===== config.mk =====
export PLATFORM = sky130hd
export DESIGN_NAME = tcf_chain_eval
export DESIGN_NICKNAME = d
export VERILOG_FILES = /design/src/rtl/tcf_pkg.sv /design/src/rtl/tcf_rst_sync.sv /design/src/rtl/tcf_cfg_bank.sv /design/src/rtl/tcf_pair.sv /design/src/rtl/tcf_pending.sv /design/src/rtl/tcf_chain_eval.sv
export SDC_FILE = /design/constraint.sdc
export NUM_CORES = 1
export LEC_CHECK = 0
export BUFFER_PORTS_ARGS = -buffer_cell sky130_fd_sc_hd__buf_2
export CAP_MARGIN = 0
export CORE_UTILIZATION = 45
export CTS_BUF_LIST = sky130_fd_sc_hd__clkbuf_4 sky130_fd_sc_hd__clkbuf_8 sky130_fd_sc_hd__clkbuf_16
export CTS_CLUSTER_DIAMETER = 80
export CTS_CLUSTER_SIZE = 10
export DETAILED_ROUTE_END_ITERATION = 16
export PLACE_DENSITY = 0.71
export SLEW_MARGIN = 10
export SYNTH_ARGS = -nofsm -noshare
export SYNTH_HDL_FRONTEND = slang
export SYNTH_SLANG_ARGS = --single-unit
export TNS_END_PERCENT = 30

===== constraint.sdc =====
create_clock -name clk -period 29.4 [get_ports clk]
set_clock_uncertainty 0.05 [all_clocks]
set_input_delay 1.47 -clock clk [delete_from_list [all_inputs] [get_ports clk]]
set_output_delay 1.47 -clock clk [all_outputs]
set_load 0.05 [all_outputs]

===== src/rtl/tcf_pkg.sv =====
package tcf_pkg;

  typedef enum logic [1:0] {
    KIND_FETCH = 2'd0,
    KIND_STORE = 2'd1,
    KIND_LOAD  = 2'd2
  } trig_kind_e;

  typedef struct packed {
    logic       en;
    logic [1:0] mtype;
    logic       sel;
    logic       tim;
    logic       act;
    logic       chain;
  } trig_ctl_t;

  localparam int KIND_PERIOD = 5;

  // Kind of a pair member; the five-pair pattern repeats for larger banks.
  function automatic trig_kind_e member_kind(input int pair, input int member);
    trig_kind_e k;
    case (pair % KIND_PERIOD)
      0:       k = KIND_FETCH;
      1:       k = KIND_STORE;
      2:       k = KIND_LOAD;
      3:       k = (member == 0) ? KIND_FETCH : KIND_STORE;
      default: k = (member == 0) ? KIND_FETCH : KIND_LOAD;
    endcase
    return k;
  endfunction

endpackage


===== src/rtl/tcf_rst_sync.sv =====
module tcf_rst_sync #(
  parameter int STAGES = 2
) (
  input  logic clk,
  input  logic rst_n,
  output logic rst_sync_n
);
  logic [STAGES-1:0] sync_q;

  always_ff @(posedge clk or negedge rst_n) begin
    if (!rst_n) sync_q <= '0;
    else        sync_q <= {sync_q[STAGES-2:0], 1'b1};
  end

  assign rst_sync_n = sync_q[STAGES-1];
endmodule


===== src/rtl/tcf_cfg_bank.sv =====
module tcf_cfg_bank
  import tcf_pkg::*;
#(
  parameter int NUM_TRIG = 10,
  parameter int IDX_W    = 4,
  parameter int CMP_W    = 64
) (
  input  logic                     clk,
  input  logic                     rst_n,
  input  logic                     wr_en,
  input  logic [IDX_W-1:0]         wr_idx,
  input  trig_ctl_t                wr_ctl,
  input  logic [CMP_W-1:0]         wr_value,
  input  logic [IDX_W-1:0]         rd_idx,
  output trig_ctl_t                rd_ctl,
  output logic [CMP_W-1:0]         rd_value,
  output trig_ctl_t [NUM_TRIG-1:0] ctl_o
);
  trig_ctl_t [NUM_TRIG-1:0]        ctl_q;
  trig_ctl_t [NUM_TRIG-1:0]        ctl_d;
  logic [NUM_TRIG-1:0][CMP_W-1:0]  val_q;
  logic [NUM_TRIG-1:0][CMP_W-1:0]  val_d;
  logic [NUM_TRIG-1:0]             slot_we;

  for (genvar k = 0; k < NUM_TRIG; k++) begin : g_slot
    always_comb begin
      slot_we[k] = wr_en && (32'(wr_idx) == k);
      ctl_d[k]   = wr_ctl;
      val_d[k]   = wr_value;
    end

    always_ff @(posedge clk or negedge rst_n) begin
      if (!rst_n) begin
        ctl_q[k] <= '0;
        val_q[k] <= '0;
      end else if (slot_we[k]) begin
        ctl_q[k] <= ctl_d[k];
        val_q[k] <= val_d[k];
      end
    end

    AST_CFG_HOLD: assert property (@(posedge clk) disable iff (!rst_n)
      !slot_we[k] |=> $stable(ctl_q[k]) && $stable(val_q[k]));
  end

  always_comb begin
    rd_ctl   = '0;
    rd_value = '0;
    if (32'(rd_idx) < NUM_TRIG) begin
      rd_ctl   = ctl_q[rd_idx];
      rd_value = val_q[rd_idx];
    end
  end

  assign ctl_o = ctl_q;
endmodule


===== src/rtl/tcf_pair.sv =====
module tcf_pair #(
  parameter bit NO_CHAIN = 1'b0
) (
  input  logic       clk,
  input  logic       rst_n,
  input  logic       insn_valid,
  input  logic [1:0] en,
  input  logic [1:0] tim,
  input  logic [1:0] hit,
  input  logic       chain_req,
  output logic [1:0] fire
);
  localparam logic LINK_ALLOWED = !NO_CHAIN;

  logic [1:0] armed;
  logic       linked;
  logic       both_ok;

  always_comb begin
    armed   = en & hit & {2{insn_valid}};
    linked  = chain_req & LINK_ALLOWED;
    both_ok = (&armed) && (tim[0] == tim[1]);
    if (linked) fire = {2{both_ok}};
    else        fire = armed;
  end

  AST_PAIR_IDLE: assert property (@(posedge clk) disable iff (!rst_n)
    !insn_valid |-> fire == 2'b00);
  AST_PAIR_FREE: assert property (@(posedge clk) disable iff (!rst_n)
    !linked && en[0] && hit[0] && insn_valid |-> fire[0]);
  AST_PAIR_TOGETHER: assert property (@(posedge clk) disable iff (!rst_n)
    linked |-> fire[0] == fire[1]);
  AST_PAIR_TIMING: assert property (@(posedge clk) disable iff (!rst_n)
    linked && (tim[0] != tim[1]) |-> fire == 2'b00);
  AST_PAIR_DIS_LO: assert property (@(posedge clk) disable iff (!rst_n)
    !en[0] |-> !fire[0]);
  AST_PAIR_DIS_HI: assert property (@(posedge clk) disable iff (!rst_n)
    !en[1] |-> !fire[1]);
endmodule


===== src/rtl/tcf_pending.sv =====
module tcf_pending (
  input  logic clk,
  input  logic rst_n,
  input  logic insn_valid,
  input  logic flush,
  input  logic fire_next,
  output logic pend_q,
  output logic trap_next
);
  logic pend_d;
  logic pend_upd;

  always_comb begin
    pend_upd = flush | fire_next | insn_valid;
    if (flush)          pend_d = 1'b0;
    else if (fire_next) pend_d = 1'b1;
    else                pend_d = 1'b0;
  end

  always_ff @(posedge clk or negedge rst_n) begin
    if (!rst_n)        pend_q <= 1'b0;
    else if (pend_upd) pend_q <= pend_d;
  end

  assign trap_next = pend_q & insn_valid & ~flush;

  AST_PEND_SET: assert property (@(posedge clk) disable iff (!rst_n)
    fire_next && !flush |=> pend_q);
  AST_PEND_PAID: assert property (@(posedge clk) disable iff (!rst_n)
    pend_q && insn_valid && !fire_next |=> !pend_q);
  AST_PEND_HOLD: assert property (@(posedge clk) disable iff (!rst_n)
    !insn_valid && !flush && !fire_next |=> $stable(pend_q));
  AST_PEND_FLUSH: assert property (@(posedge clk) disable iff (!rst_n)
    flush |=> !pend_q);
endmodule


===== src/rtl/tcf_chain_eval.sv =====
module tcf_chain_eval
  import tcf_pkg::*;
#(
  parameter int NUM_PAIRS = 5,
  parameter int CMP_W     = 64,
  parameter int NUM_TRIG  = 2 * NUM_PAIRS,
  parameter int IDX_W     = $clog2(2 * NUM_PAIRS)
) (
  input  logic                clk,
  input  logic                rst_n,
  input  logic                cfg_we,
  input  logic [IDX_W-1:0]    cfg_idx,
  input  logic                cfg_en,
  input  logic [1:0]          cfg_mtype,
  input  logic                cfg_sel,
  input  logic                cfg_tim,
  input  logic                cfg_act,
  input  logic                cfg_chain,
  input  logic [CMP_W-1:0]    cfg_value,
  input  logic [IDX_W-1:0]    rd_idx,
  output logic                rd_en,
  output logic [1:0]          rd_mtype,
  output logic                rd_sel,
  output logic                rd_tim,
  output logic                rd_act,
  output logic                rd_chain,
  output logic [CMP_W-1:0]    rd_value,
  input  logic                insn_valid,
  input  logic [NUM_TRIG-1:0] hit,
  input  logic                flush,
  output logic [NUM_TRIG-1:0] fire_o,
  output logic                trap_now_o,
  output logic                trap_next_o,
  output logic                pend_o
);
  logic                      rst_sync_n;
  trig_ctl_t                 wr_ctl;
  trig_ctl_t                 rd_ctl;
  trig_ctl_t [NUM_TRIG-1:0]  ctl;
  logic [NUM_TRIG-1:0]       en_vec;
  logic [NUM_TRIG-1:0]       tim_vec;
  logic [NUM_TRIG-1:0]       fire;
  logic                      fire_now;
  logic                      fire_next;

  tcf_rst_sync #(.STAGES(2)) u_rst (
    .clk        (clk),
    .rst_n      (rst_n),
    .rst_sync_n (rst_sync_n)
  );

  always_comb begin
    wr_ctl.en    = cfg_en;
    wr_ctl.mtype = cfg_mtype;
    wr_ctl.sel   = cfg_sel;
    wr_ctl.tim   = cfg_tim;
    wr_ctl.act   = cfg_act;
    wr_ctl.chain = cfg_chain;
  end

  tcf_cfg_bank #(
    .NUM_TRIG (NUM_TRIG),
    .IDX_W    (IDX_W),
    .CMP_W    (CMP_W)
  ) u_bank (
    .clk      (clk),
    .rst_n    (rst_sync_n),
    .wr_en    (cfg_we),
    .wr_idx   (cfg_idx),
    .wr_ctl   (wr_ctl),
    .wr_value (cfg_value),
    .rd_idx   (rd_idx),
    .rd_ctl   (rd_ctl),
    .rd_value (rd_value),
    .ctl_o    (ctl)
  );

  always_comb begin
    rd_en    = rd_ctl.en;
    rd_mtype = rd_ctl.mtype;
    rd_sel   = rd_ctl.sel;
    rd_tim   = rd_ctl.tim;
    rd_act   = rd_ctl.act;
    rd_chain = rd_ctl.chain;
  end

  for (genvar t = 0; t < NUM_TRIG; t++) begin : g_unpack
    assign en_vec[t]  = ctl[t].en;
    assign tim_vec[t] = ctl[t].tim;
  end

  for (genvar p = 0; p < NUM_PAIRS; p++) begin : g_pair
    localparam bit STORE_PAIR = (member_kind(p, 0) == KIND_STORE) &&
                                (member_kind(p, 1) == KIND_STORE);
    tcf_pair #(.NO_CHAIN(STORE_PAIR)) u_pair (
      .clk        (clk),
      .rst_n      (rst_sync_n),
      .insn_valid (insn_valid),
      .en         (en_vec[2*p+1 -: 2]),
      .tim        (tim_vec[2*p+1 -: 2]),
      .hit        (hit[2*p+1 -: 2]),
      .chain_req  (ctl[2*p].chain),
      .fire       (fire[2*p+1 -: 2])
    );
  end

  always_comb begin
    fire_now  = |(fire & ~tim_vec);
    fire_next = |(fire & tim_vec);
  end

  tcf_pending u_pend (
    .clk        (clk),
    .rst_n      (rst_sync_n),
    .insn_valid (insn_valid),
    .flush      (flush),
    .fire_next  (fire_next),
    .pend_q     (pend_o),
    .trap_next  (trap_next_o)
  );

  assign fire_o     = fire;
  assign trap_now_o = fire_now;

  AST_TOP_IDLE: assert property (@(posedge clk) disable iff (!rst_sync_n)
    !insn_valid |-> !trap_now_o && fire_o == '0);
  AST_TOP_NOW: assert property (@(posedge clk) disable iff (!rst_sync_n)
    trap_now_o |-> fire_o != '0);
  AST_TOP_FLUSH_MASK: assert property (@(posedge clk) disable iff (!rst_sync_n)
    flush |-> !trap_next_o);
endmodule


==> flow_summary.ini <==
[logic_synthesis]
synthDominantCellAreaShare_pct = 53.90
syn_inst = 2081
synth_common_cells = dfrtp_1, mux2_2, mux2i_1, mux4_2, mux2_4
synth.area.top_cells = dfrtp_1, mux2_2, mux4_2, mux2_4, mux2i_1
synth_nets = 2175
synth-main-ff-cell = dfrtp_1
avgSynthCellArea_um2 = 15.91
yosysWarnings = 0
synth_edf_count = 0
ys_ff_latch = 713
async_flop_share_pct = 100.0
yosysMostFrequentCell = dfrtp_1
ys_seq_area_share_pct = 53.90
syn-cell-area_um2 = 33100
ys_types = 39
synth_top_cell_by_area = dfrtp_1

[route]
drt_first_pass_iters = 7
first_iter_violations = 982
vias = 18410
via_per_inst = 5.885
finalWirelength_um = 77690
route.detailed.drc = 0
antenna_left = 0
wl_per_cell_um = 24.84

[floorplanning]
die_area_um2 = 74640
die_h_um = 273.2
io_pins = 178
start_util_pct = 45.44
die_x_um = 273.2
rows = 99
core_area_um2 = 72830

[pwr]
clkPwrFrac_pct = 31.6
p_sw_share_pct = 27.22
share_comb_of_total_power_pct = 20.9
ir_worst_vdd_uv = 40.01
leakagePower_nw = 16.57
finalPower_mw = 2.814
p_int_mw = 2.048
p_per_area_nw_per_um2 = 76.90
seq_power_share_pct = 47.5
switching_power_mw = 0.7659

[worst_setup_path]
path_class = input pin to primary output
worst_setup_path_start_kind = input pin
reg2reg_to = u_bank.val_q[582]
path_common_cell = buf_4
required_ns = 27.88
cpPeakStageDelay_ns = 0.86
crit_path_end = rd_value[12]
end_kind = primary output
r2r_start = u_rst.sync_q[1]
crit_slowest_cell = buf_4
arrival_ns = 5.17
path_cells = buf_8, buf_4, buf_4, mux4_2, mux2i_1, o22ai_1, buf_2
ff2ff_path_depth = 4
cp_max_fo = 85
r2r_setup_slack_ns = 25.33
cp-startpoint = rd_idx[0]

[sta]
max_slew_margin_pct = 21.92
min_period_over_period_pct = 22.76
fin_crit_ns = 6.691
rsz0062_at_grt = no
final.setup.worst_slack_ns = 22.71
setup_violations = 0
clock.fmax_mhz = 149.4
slew_violations = 0
hold_viol = 0
worst_slew_pin_slew_ns = 1.171
tns_ns = 0

[cts]
cts_max_level = 3
clock_sinks = 713
cts-resized-gates = 0
insertion_delay_ns = 0.63
root_buffer = clkbuf_16
clockBufferDepth = 3
postCtsSetupBuffers = 0
clkTransAtPathRegs_ns = 0.05
cts_tree = yes
cts_buffers = 81
cts_hold_buf = 0

[grt]
grt_max_degree = 192
grt_pass1_wl_um = 122500
grt_use_total_pct = 21.26
antenna_found_initial = 12
grt_pass1_vias = 20330
gr-total-overflow = 0

[final_layout]
fill_cells = 6062
nets = 2254
final_area_um2 = 36600
drive_gt1_share_pct = 53.46
area_growth_pct = 10.57
seqCellArea_um2 = 17850
multi_input_area_um2 = 14200

[placement]
portBuffers = 177
dpl_cell_area_um2 = 34410
place_congestion = 0.8206
detailedPlace.worstSlack_ns = 22.66
dp_hpwl_um = 42760

[min_path]
hold_path_class = register to asynchronous set/reset pin

[job]
maxCapViolCount = 0

[run_status]
status = finished, final reports clean
## power groups by stage
stage / combinational, mW / sequential, mW / clock, mW
CTS: 0.595 / 1.33 / 0.912
global route: 0.632 / 1.36 / 0.951
detailed placement: 0.593 / 1.35 / 0
floorplan: 0.482 / 1.32 / 0
global placement: 0.572 / 1.33 / 0
finish: 0.588 / 1.34 / 0.889
## layout by cell type, fill, tap and decap left out, drive strengths merged, types with 2 or more instances in the layout
cell    count
inv         5
a211oi      2
clkinv      3
dfrtp     713
nor2b       4
xnor2       3
clkbuf     84
or3         2
a21oi      12
nand3b      3
mux2      710
mux2i     142
nand4       7
o32ai       2
nand2       6
nand2b      6
mux4      142
o21ai       4
nor2        8
nand3      16
nor3b       3
o22ai      72
buf       208
## cell type report
class,count,share of cell area (%)
clock inverters,7,0.2872
multi-input cells,1154,38.80
repair buffers,208,3.149
flip-flops and latches,713,48.76
diodes,1,0.006838
well taps,959,3.279
clock buffers,84,5.696
inverters,2,0.02051
## worst max-delay path: cells and delay by family
family / cells / cell delay (ns)
AO/OA/AOI/OAI: 1 / 0.18
buffers and inverters: 4 / 2.56
multiplexers: 2 / 0.75
## logic make-up (layout without fill, tap and decap cells)
| kind of cell | count (synthesis) | after routing | synth area share (%) |
|---|---|---|---|
| and+or+nand+nor | 58 | 58 | 1.021 |
| DFF | 713 | 713 | 53.90 |
| AOI/OAI and AO/OA | 97 | 97 | 1.833 |
| xor gates and xnor gates | 4 | 4 | 0.1059 |
| buffers and inverters | 214 | 301 | 3.425 |
| muxes | 994 | 994 | 39.70 |
| other | 1 | 2 | 0.01133 |
## sequential cells by signal (all words and copies together), names as in the netlist
| signal | flops |
|---|---|
| u_rst.sync_q | 2 |
| u_pend.pend_q | 1 |
| u_bank.ctl_o | 70 |
| u_bank.val_q | 640 |
## per-layer routing
layer | global-route usage, % | up-vias | wire, µm
met2 | 34.72 | 376 | 37900
met4 | 6.028 | 14 | 1528
met5 | 0 | - | 89
li1 | - | 7831 | -
met1 | 29.00 | 10060 | 34520
met3 | 4.000 | 131 | 3664
## metrics by stage
stage          util (%)  hold WS [ns]  std cells
3_5_place_dp      47.24        0.2894       3036
2_1_floorplan         -        0.2812       2081
4_1_cts           50.24        0.3021       3127
6_report          50.25        0.3015       3128
3_3_place_gp      47.24        0.2880       3036
5_1_grt           50.25        0.3158       3128
## worst min path at each step
| stage | start | end | slack (ns) |
|---|---|---|---|
| after floorplan | u_rst.sync_q[0] | u_rst.sync_q[1] | 0.28 |
| after global placement | u_rst.sync_q[0] | u_rst.sync_q[1] | 0.29 |
| after detailed placement | u_rst.sync_q[0] | u_rst.sync_q[1] | 0.29 |
| after CTS | u_rst.sync_q[0] | u_rst.sync_q[1] | 0.30 |
| after global routing | u_rst.sync_q[0] | u_rst.sync_q[1] | 0.32 |
| final | u_rst.sync_q[1] | u_bank.val_q[608] | 0.30 |
Power figures use the tool's default switching activity.
